File: config.mk
export PLATFORM = sky130hd
export DESIGN_NAME = srcop_resolver
export DESIGN_NICKNAME = d
export VERILOG_FILES = /design/src/rtl/srcop_pkg.sv /design/src/rtl/srcop_classify.sv /design/src/rtl/srcop_constgen.sv /design/src/rtl/srcop_addr.sv /design/src/rtl/srcop_resolver.sv
export SDC_FILE = /design/constraint.sdc
export NUM_CORES = 1
export LEC_CHECK = 0
export BUFFER_PORTS_ARGS = -buffer_cell sky130_fd_sc_hd__buf_2
export CAP_MARGIN = 20
export CORE_UTILIZATION = 40
export CTS_CLUSTER_DIAMETER = 100
export CTS_CLUSTER_SIZE = 10
export DETAILED_ROUTE_END_ITERATION = 6
export MAX_ROUTING_LAYER = met4
export PLACE_DENSITY = 0.65
export SYNTH_ARGS = -nofsm -noshare
export SYNTH_HDL_FRONTEND = slang
export SYNTH_SLANG_ARGS = --single-unit
File: constraint.sdc
create_clock -name clk -period 9.88 [get_ports clk]
set_input_delay 0.988 -clock clk [delete_from_list [all_inputs] [get_ports clk]]
set_output_delay 0.988 -clock clk [all_outputs]
set_load 0.01 [all_outputs]
File: src/rtl/srcop_pkg.sv
package srcop_pkg;
  typedef enum logic [1:0] {
    KIND_CONST = 2'd0,
    KIND_REG   = 2'd1,
    KIND_MEM   = 2'd2
  } srcop_kind_e;

  typedef enum logic [1:0] {
    AM_DIRECT  = 2'd0,
    AM_INDEXED = 2'd1,
    AM_POINTER = 2'd2,
    AM_POSTINC = 2'd3
  } srcop_mode_e;

  localparam logic [1:0] INC_NONE = 2'd0;
  localparam logic [1:0] INC_BYTE = 2'd1;
  localparam logic [1:0] INC_WORD = 2'd2;
endpackage

File: src/rtl/srcop_classify.sv
module srcop_classify #(
  parameter int REG_AW = 4,
  parameter int PC_IDX = 0,
  parameter int SR_IDX = 2,
  parameter int CG_IDX = 3
) (
  input  logic [REG_AW-1:0] reg_idx,
  input  logic [1:0]        mode,
  output logic              is_pc,
  output logic              is_sr,
  output logic              use_const,
  output logic              zero_base
);
  localparam logic [REG_AW-1:0] PC_SEL = REG_AW'(PC_IDX);
  localparam logic [REG_AW-1:0] SR_SEL = REG_AW'(SR_IDX);
  localparam logic [REG_AW-1:0] CG_SEL = REG_AW'(CG_IDX);

  logic is_cg;

  always_comb begin
    is_pc     = (reg_idx == PC_SEL);
    is_sr     = (reg_idx == SR_SEL);
    is_cg     = (reg_idx == CG_SEL);
    // constant register always; status register only for the pointer modes
    use_const = is_cg || (is_sr && mode[1]);
    zero_base = is_sr && (mode == 2'd1);
  end
endmodule

File: src/rtl/srcop_constgen.sv
module srcop_constgen #(
  parameter int DATA_W = 16
) (
  input  logic              from_sr,
  input  logic [1:0]        mode,
  output logic [DATA_W-1:0] cval
);
  always_comb begin
    if (from_sr) begin
      cval = mode[0] ? DATA_W'(8) : DATA_W'(4);
    end else if (mode == 2'd3) begin
      cval = '1;
    end else begin
      cval = DATA_W'(mode);
    end
  end
endmodule

File: src/rtl/srcop_addr.sv
module srcop_addr #(
  parameter int DATA_W = 16
) (
  input  logic [DATA_W-1:0] base,
  input  logic [DATA_W-1:0] offset,
  input  logic              zero_base,
  output logic [DATA_W-1:0] addr
);
  logic [DATA_W-1:0] eff_base;

  always_comb begin
    eff_base = zero_base ? '0 : base;
    addr     = eff_base + offset;
  end
endmodule

File: src/rtl/srcop_resolver.sv
module srcop_resolver
  import srcop_pkg::*;
#(
  parameter int DATA_W = 16,
  parameter int REG_AW = 4,
  parameter int PC_IDX = 0,
  parameter int SR_IDX = 2,
  parameter int CG_IDX = 3
) (
  input  logic              clk,
  input  logic              rst,
  input  logic              in_valid,
  input  logic [REG_AW-1:0] src_reg,
  input  logic [1:0]        src_mode,
  input  logic              is_byte,
  input  logic [DATA_W-1:0] reg_value,
  input  logic [DATA_W-1:0] ext_word,
  output logic              out_valid,
  output logic [1:0]        out_kind,
  output logic [DATA_W-1:0] out_value,
  output logic              out_ext_used,
  output logic [1:0]        out_inc_amt,
  output logic [REG_AW-1:0] out_inc_reg
);
  logic              is_pc, is_sr, use_const, zero_base;
  logic [DATA_W-1:0] cval, idx_addr;

  srcop_kind_e       n_kind;
  logic [DATA_W-1:0] n_value;
  logic              n_ext;
  logic [1:0]        n_inc;
  logic [REG_AW-1:0] n_inc_reg;

  srcop_classify #(
    .REG_AW(REG_AW), .PC_IDX(PC_IDX), .SR_IDX(SR_IDX), .CG_IDX(CG_IDX)
  ) u_classify (
    .reg_idx  (src_reg),
    .mode     (src_mode),
    .is_pc    (is_pc),
    .is_sr    (is_sr),
    .use_const(use_const),
    .zero_base(zero_base)
  );

  srcop_constgen #(.DATA_W(DATA_W)) u_constgen (
    .from_sr(is_sr),
    .mode   (src_mode),
    .cval   (cval)
  );

  srcop_addr #(.DATA_W(DATA_W)) u_addr (
    .base     (reg_value),
    .offset   (ext_word),
    .zero_base(zero_base),
    .addr     (idx_addr)
  );

  always_comb begin
    n_kind    = KIND_REG;
    n_value   = reg_value;
    n_ext     = 1'b0;
    n_inc     = INC_NONE;
    n_inc_reg = '0;
    if (use_const) begin
      n_kind  = KIND_CONST;
      n_value = cval;
    end else begin
      unique case (srcop_mode_e'(src_mode))
        AM_DIRECT: ;
        AM_INDEXED: begin
          n_kind  = KIND_MEM;
          n_value = idx_addr;
          n_ext   = 1'b1;
        end
        AM_POINTER: begin
          n_kind = KIND_MEM;
        end
        AM_POSTINC: begin
          n_kind    = KIND_MEM;
          n_ext     = is_pc;
          n_inc     = (is_byte && !is_pc) ? INC_BYTE : INC_WORD;
          n_inc_reg = src_reg;
        end
        default: ;
      endcase
    end
  end

  always_ff @(posedge clk) begin
    if (rst) begin
      out_valid    <= 1'b0;
      out_kind     <= '0;
      out_value    <= '0;
      out_ext_used <= 1'b0;
      out_inc_amt  <= '0;
      out_inc_reg  <= '0;
    end else begin
      out_valid <= in_valid;
      if (in_valid) begin
        out_kind     <= n_kind;
        out_value    <= n_value;
        out_ext_used <= n_ext;
        out_inc_amt  <= n_inc;
        out_inc_reg  <= n_inc_reg;
      end
    end
  end
endmodule

* Yosys cells after proc, flatten, opt, wreduce, memory -nomap -nowiden
Index checks and enable logic that the tools add are counted.
** Cells by class
- Multiplexer cells :: 15
- Equal/unequal tests :: 5
- Add/sub/neg operators :: 1
- Reductions and logical operators :: 7
** Operators with widths (number)
- $mux W16 :: 5
- $add A16 B16 Y16 :: 1
- $mux W4 :: 3
- $mux W2 :: 5
- $eq A4 B2 Y1 const B :: 2
- $eq A2 B2 Y1 const B :: 2
- $logic_not A4 Y1 :: 1
- $logic_and A1 B1 Y1 :: 3
- $reduce_or A3 Y1 :: 1
- $eq A2 B1 Y1 const B :: 1
- $pmux W1 S2 :: 1
- $logic_not A1 Y1 :: 1
- $logic_or A1 B1 Y1 :: 1
- $mux W1 :: 1
** Storage, ports and cells
- Logic and storage cells :: 34
- Bits in registers :: 26
- Input port bits :: 42
- Output and inout bits :: 26

* Longest topological paths before layout
- Depth after elaboration :: 6
- Mapped depth :: 13
- Mapped depth without buffers :: 12

* Hierarchy
A second synthesis with hierarchy kept.
** Unflattened totals
- Cell total of the unflattened synthesis :: 293
- Area, all modules :: 2635.0 µm²
** By module, submodules not included
- srcop_resolver :: times used 1, area an instance 1620.3 µm², cells each 159, seq. area each 520.5 µm²
- srcop_addr :: times used 1, area an instance 835.8 µm², cells each 112, seq. area each 0.0 µm²
- srcop_constgen :: times used 1, area an instance 126.4 µm², cells each 16, seq. area each 0.0 µm²
- srcop_classify :: times used 1, area an instance 52.6 µm², cells each 6, seq. area each 0.0 µm²

* Worst setup path before layout
No wires, ideal clock.
- Path type :: input -> register
- Start :: input src_reg[0]
- End :: register out_value[14]
- Buffers on the path :: 1
- Library setup time :: 134 ps
- Required time :: 9746 ps
- Stages :: 13
- Arrival time :: 3697 ps
- Path slack :: 6048 ps
- Path through :: or3_4 > nor3_4 > clkbuf_1 > nor2b_1 > ha_1 > fa_1 > a21o_1 > a31oi_1 > o21bai_1 > o21a_1 > a31oi_1 > xor2_1 > a211oi_1
** Between the ends
- Cells in the longest elaborated chain, start to end :: 6
- Elaborated cells on any way between the ends :: 10
- Those cells by class :: add/sub (1); eq/ne (2); mux (4); reduce/logical (3)
** RTL lines
- start, declared :: RTL line srcop_resolver.sv:13 : input logic [REG_AW-1:0] src_reg,
- $eq A4 B2 Y1 :: RTL line srcop_classify.sv:22 : is_sr = (reg_idx == SR_SEL);
- $logic_and A1 B1 Y1 :: RTL line srcop_classify.sv:26 : zero_base = is_sr && (mode == 2'd1);
- $mux W16 :: RTL line srcop_addr.sv:12 : eff_base = zero_base ? '0 : base;
- $add A16 B16 Y16 :: RTL line srcop_addr.sv:13 : addr = eff_base + offset;
- $mux W16 :: RTL line srcop_resolver.sv:68 : unique case (srcop_mode_e'(src_mode))
- $mux W16 * :: RTL line srcop_resolver.sv:64 : if (use_const) begin
- end signal, assigned :: RTL line srcop_resolver.sv:101 : out_value <= n_value;
- end, declared :: RTL line srcop_resolver.sv:20 : output logic [DATA_W-1:0] out_value,
Mark *: on every way between the ends. The rest lies on a longest branch, timed or not.
A chain may end at the register's enable or synchronous reset.

* Worst setup path in the final report
- Start :: input src_mode[0]
- End :: register out_value[8]
** Between the ends
- Cells in the longest elaborated chain, start to end :: 6
- Elaborated cells on any way between the ends :: 9
- Those cells by class :: add/sub (1); eq/ne (2); mux (5); reduce/logical (1)
** RTL lines
- start, declared :: RTL line srcop_resolver.sv:14 : input logic [1:0] src_mode,
- $eq A2 B1 Y1 :: RTL line srcop_classify.sv:26, srcop_resolver.sv:68
- $logic_and A1 B1 Y1 :: RTL line srcop_classify.sv:26
- $mux W16 :: RTL line srcop_addr.sv:12
- $add A16 B16 Y16 :: RTL line srcop_addr.sv:13
- $mux W16 :: RTL line srcop_resolver.sv:68
- $mux W16 * :: RTL line srcop_resolver.sv:64
Marked as above.

==> results.yml <==
route:
  routed_wl_um: 5760
  first_pass_iters: 4
  vias_per_cell: 5.46
  wire_per_inst_um: 14.4
  drcViolationCount: 0
  num_vias: 2182
  drt_iter0_drc: 152
  ant_nets: 0
synthesis:
  synth_flop_cell: "dfxtp_1"
  synth_cells: 273
  synth.avg_cell_area_um2: 7.70
  synth_compound_area_share_pct: 26.4
  synth_area_leader_cell: "dfxtp_1"
  synth_edf_count: 0
  synth_mux_area_share_pct: 0.953
  yosysUniqueCellTypes: 51
  synth_top_family_by_area: "simple AND/OR/NAND/NOR gates"
  yosysSeqAreaShare_pct: 24.8
  yosys_warnings: 0
  synth_top_area_share_pct: 24.8
  async_reset_ff_share_pct: 0
  synth_area_leaders: "dfxtp_1, ha_1, a21oi_1, nor2_1, nor2b_1"
  synthAdderAreaFrac_pct: 9.89
  synthesis.nets: 331
  syn_area_mm2: 0.00210
  synth-seq-cells: 26
  synth-xor-area-share_pct: 5.42
  synthSimpleGateAreaFrac_pct: 28.7
worst_setup_path:
  r2r_setup_slack_ps: 8880
  cp-end-kind: "register"
  worst_setup_path_start_kind: "input pin"
  worstSetupPathType: "in2reg"
  worstSetupStartpoint: "src_mode[0]"
  cp_num_buf_inv: 1
  worst_ep_required_time_ps: 10040
  max_stage_delay_ps: 630
  cp.arrival_ps: 4350
  cp_num_cells: 13
  reg2reg_depth: 4
  r2r-end: "out_value[15]$_SDFFE_PP0P_"
  cp_top_family: "simple AND/OR/NAND/NOR gates"
  r2r-start: "out_value[15]$_SDFFE_PP0P_"
  cp_max_fo: 16
  critPathSlowestCell: "nor3_4"
  endpoint: "out_value[8]$_SDFFE_PP0P_"
  path_cells: "buf_2 > nand2b_1 > nor3_4 > nor2b_1 > ha_1 > fa_1 > a21o_1 > a31oi_1 > o21bai_1 > xnor2_1 > nand2_1 > o21ai_0 > a2111oi_0"
clock_tree:
  clk_pin_slew_ps: 110
  cts-root-buf: "clkbuf_8"
  clk_latency_ps: 270
  cts_sinks: 26
  cts_resized: 0
  cts_buffer_depth: 2
  htreeDepth: 1
  hold_buffers: 0
  cts_tree: "done"
  post-cts-setup-buffers: 0
  cts_made_buffers: 3
global_routing:
  grt_pass1_vias: 2048
  globalRouteTotalUtil_pct: 22.0
  antenna_found_initial: 0
  grt_pass1_wl_um: 9320
  globalRouteOverflowTotal: 0
  grt_max_degree: 38
sta:
  fin_worst_skew_ps: 0
  hold_violations: 0
  fin_ws_ps: 5690
  finalSetupViolations: 0
  min_period_ps: 4190
  rsz0062_at_grt: "no"
  slew_headroom_pct: 39.8
  fin_setup_tns_ps: 0
  maxSlewViolCount: 0
  timing.fmax_mhz: 239
  worst_slew_pin_slew_ps: 902
  fin_crit_sh_pct: 42.4
finish:
  regArea_um2: 520
  syn_to_final_growth_pct: 20.8
  layoutNonFillerInstCount: 400
  diodes: 0
  multiInputGateArea_mm2: 0.00150
  n_fill_cell: 518
  largest_register_ffs: 16
  layout_commonest_cell: "buf_2"
  num-nets-final: 389
  layout-drive-gt1-share_pct: 24.2
  fin_area_mm2: 0.00254
  mostFrequentLayoutCells: "buf_2, nor2_1, a21oi_1, dfxtp_1, o21ai_0"
worst_hold_path:
  hold_path.class: "reg2reg"
  worstHoldStart: "out_inc_amt[0]$_SDFFE_PP0P_"
floorplan:
  row_count: 26
  fp.coreArea_mm2: 0.00507
  pin_count: 68
  die_w_um: 74.5
  start_util_pct: 41.4
  die-area_mm2: 0.00555
  die_h_um: 74.5
placement:
  place_inst: 396
  place_worst_setup_slack_ps: 5440
  place.gp.congestion: 0.919
  dp_hpwl_um: 4190
  dpl_cell_area_mm2: 0.00247
  place.port_buffers: 67
power_and_ir_drop:
  p_leak_nw: 1.16
  ir_drop_uv: 90.3
  finalPower_w: 0.000308
  power_density_mw_per_mm2: 122
run:
  max_cap_violations: 0
status:
  status: "completed"
[cell usage after synthesis, drive strengths merged (2+ instances only)]
cell type / instances
ha: 15
clkbuf: 12
nor2b: 18
and2: 2
a2111oi: 2
a21o: 5
a211o: 5
xnor2: 7
nand3b: 3
mux2i: 2
inv: 4
and2b: 4
a311oi: 2
o21ai: 23
dfxtp: 26
xor2: 6
a211oi: 5
a31oi: 5
o211ai: 3
nand4: 4
a22oi: 2
a21oi: 28
nand2b: 8
nor3b: 2
nor4b: 2
nand2: 15
nor2: 32
nor3: 5
and3: 2
buf: 3
nand3: 8
[logic make-up after synthesis]
| group | count (synthesis) |
|---|---|
| AND/OR/NAND/NOR | 108 |
| flip-flops | 26 |
| adder cells (fa/ha/maj) | 16 |
| multiplexers | 2 |
| AO/OA/AOI/OAI | 89 |
| XOR/XNOR | 13 |
| buffers and inverters | 19 |
[worst min path at each step]
stage / cells after the start / slack (ps) / to
2_1_floorplan: 2 / 490 / out_kind[1]$_SDFFE_PP0P_
3_3_place_gp: 2 / 450 / out_inc_reg[3]$_SDFFE_PP0P_
3_5_place_dp: 2 / 460 / out_inc_amt[0]$_SDFFE_PP0P_
4_1_cts: 2 / 480 / out_inc_amt[0]$_SDFFE_PP0P_
5_1_grt: 2 / 490 / out_ext_used$_SDFFE_PP0P_
6_report: 2 / 470 / out_inc_amt[0]$_SDFFE_PP0P_
[worst min-delay path, stage by stage (launching register included)]
cell and delay, ps:
dfxtp_1 320, nand2b_1 60, a21oi_1 60
[metrics by stage]
| step | hold WS [ps] | utilization [%] |
|---|---|---|
| 2_1_floorplan | 490 | - |
| 3_3_place_gp | 452 | 48.6 |
| 3_5_place_dp | 460 | 48.6 |
| 4_1_cts | 478 | 50.0 |
| 5_1_grt | 493 | 50.0 |
| 6_report | 474 | 50.0 |
[power by group]
part	leakage, nW	switching [W]	internal, W
registers	0.215	0.00000316	0.000112
clock network	0.0357	0.0000387	0.0000542
logic	0.914	0.0000563	0.0000442
[per-layer routing]
layer	vias to the layer above	wire, um	global-route usage (%)
met4	0	48	3.77
met5	-	0	-
met2	73	2730	38.1
li1	1104	-	-
met3	6	350	2.57
met1	999	2640	27.8
[area by class of cell]
type | count | area share [%]
Clock buffer | 3 | 1.63
Clock inverter | 1 | 1.18
Inverter | 4 | 0.592
Multi-Input combinational cell | 228 | 59.1
Sequential cell | 26 | 20.5
Tap cell | 70 | 3.45
Timing Repair Buffer | 68 | 13.5
Note: power is estimated with default switching activity, not from simulation.
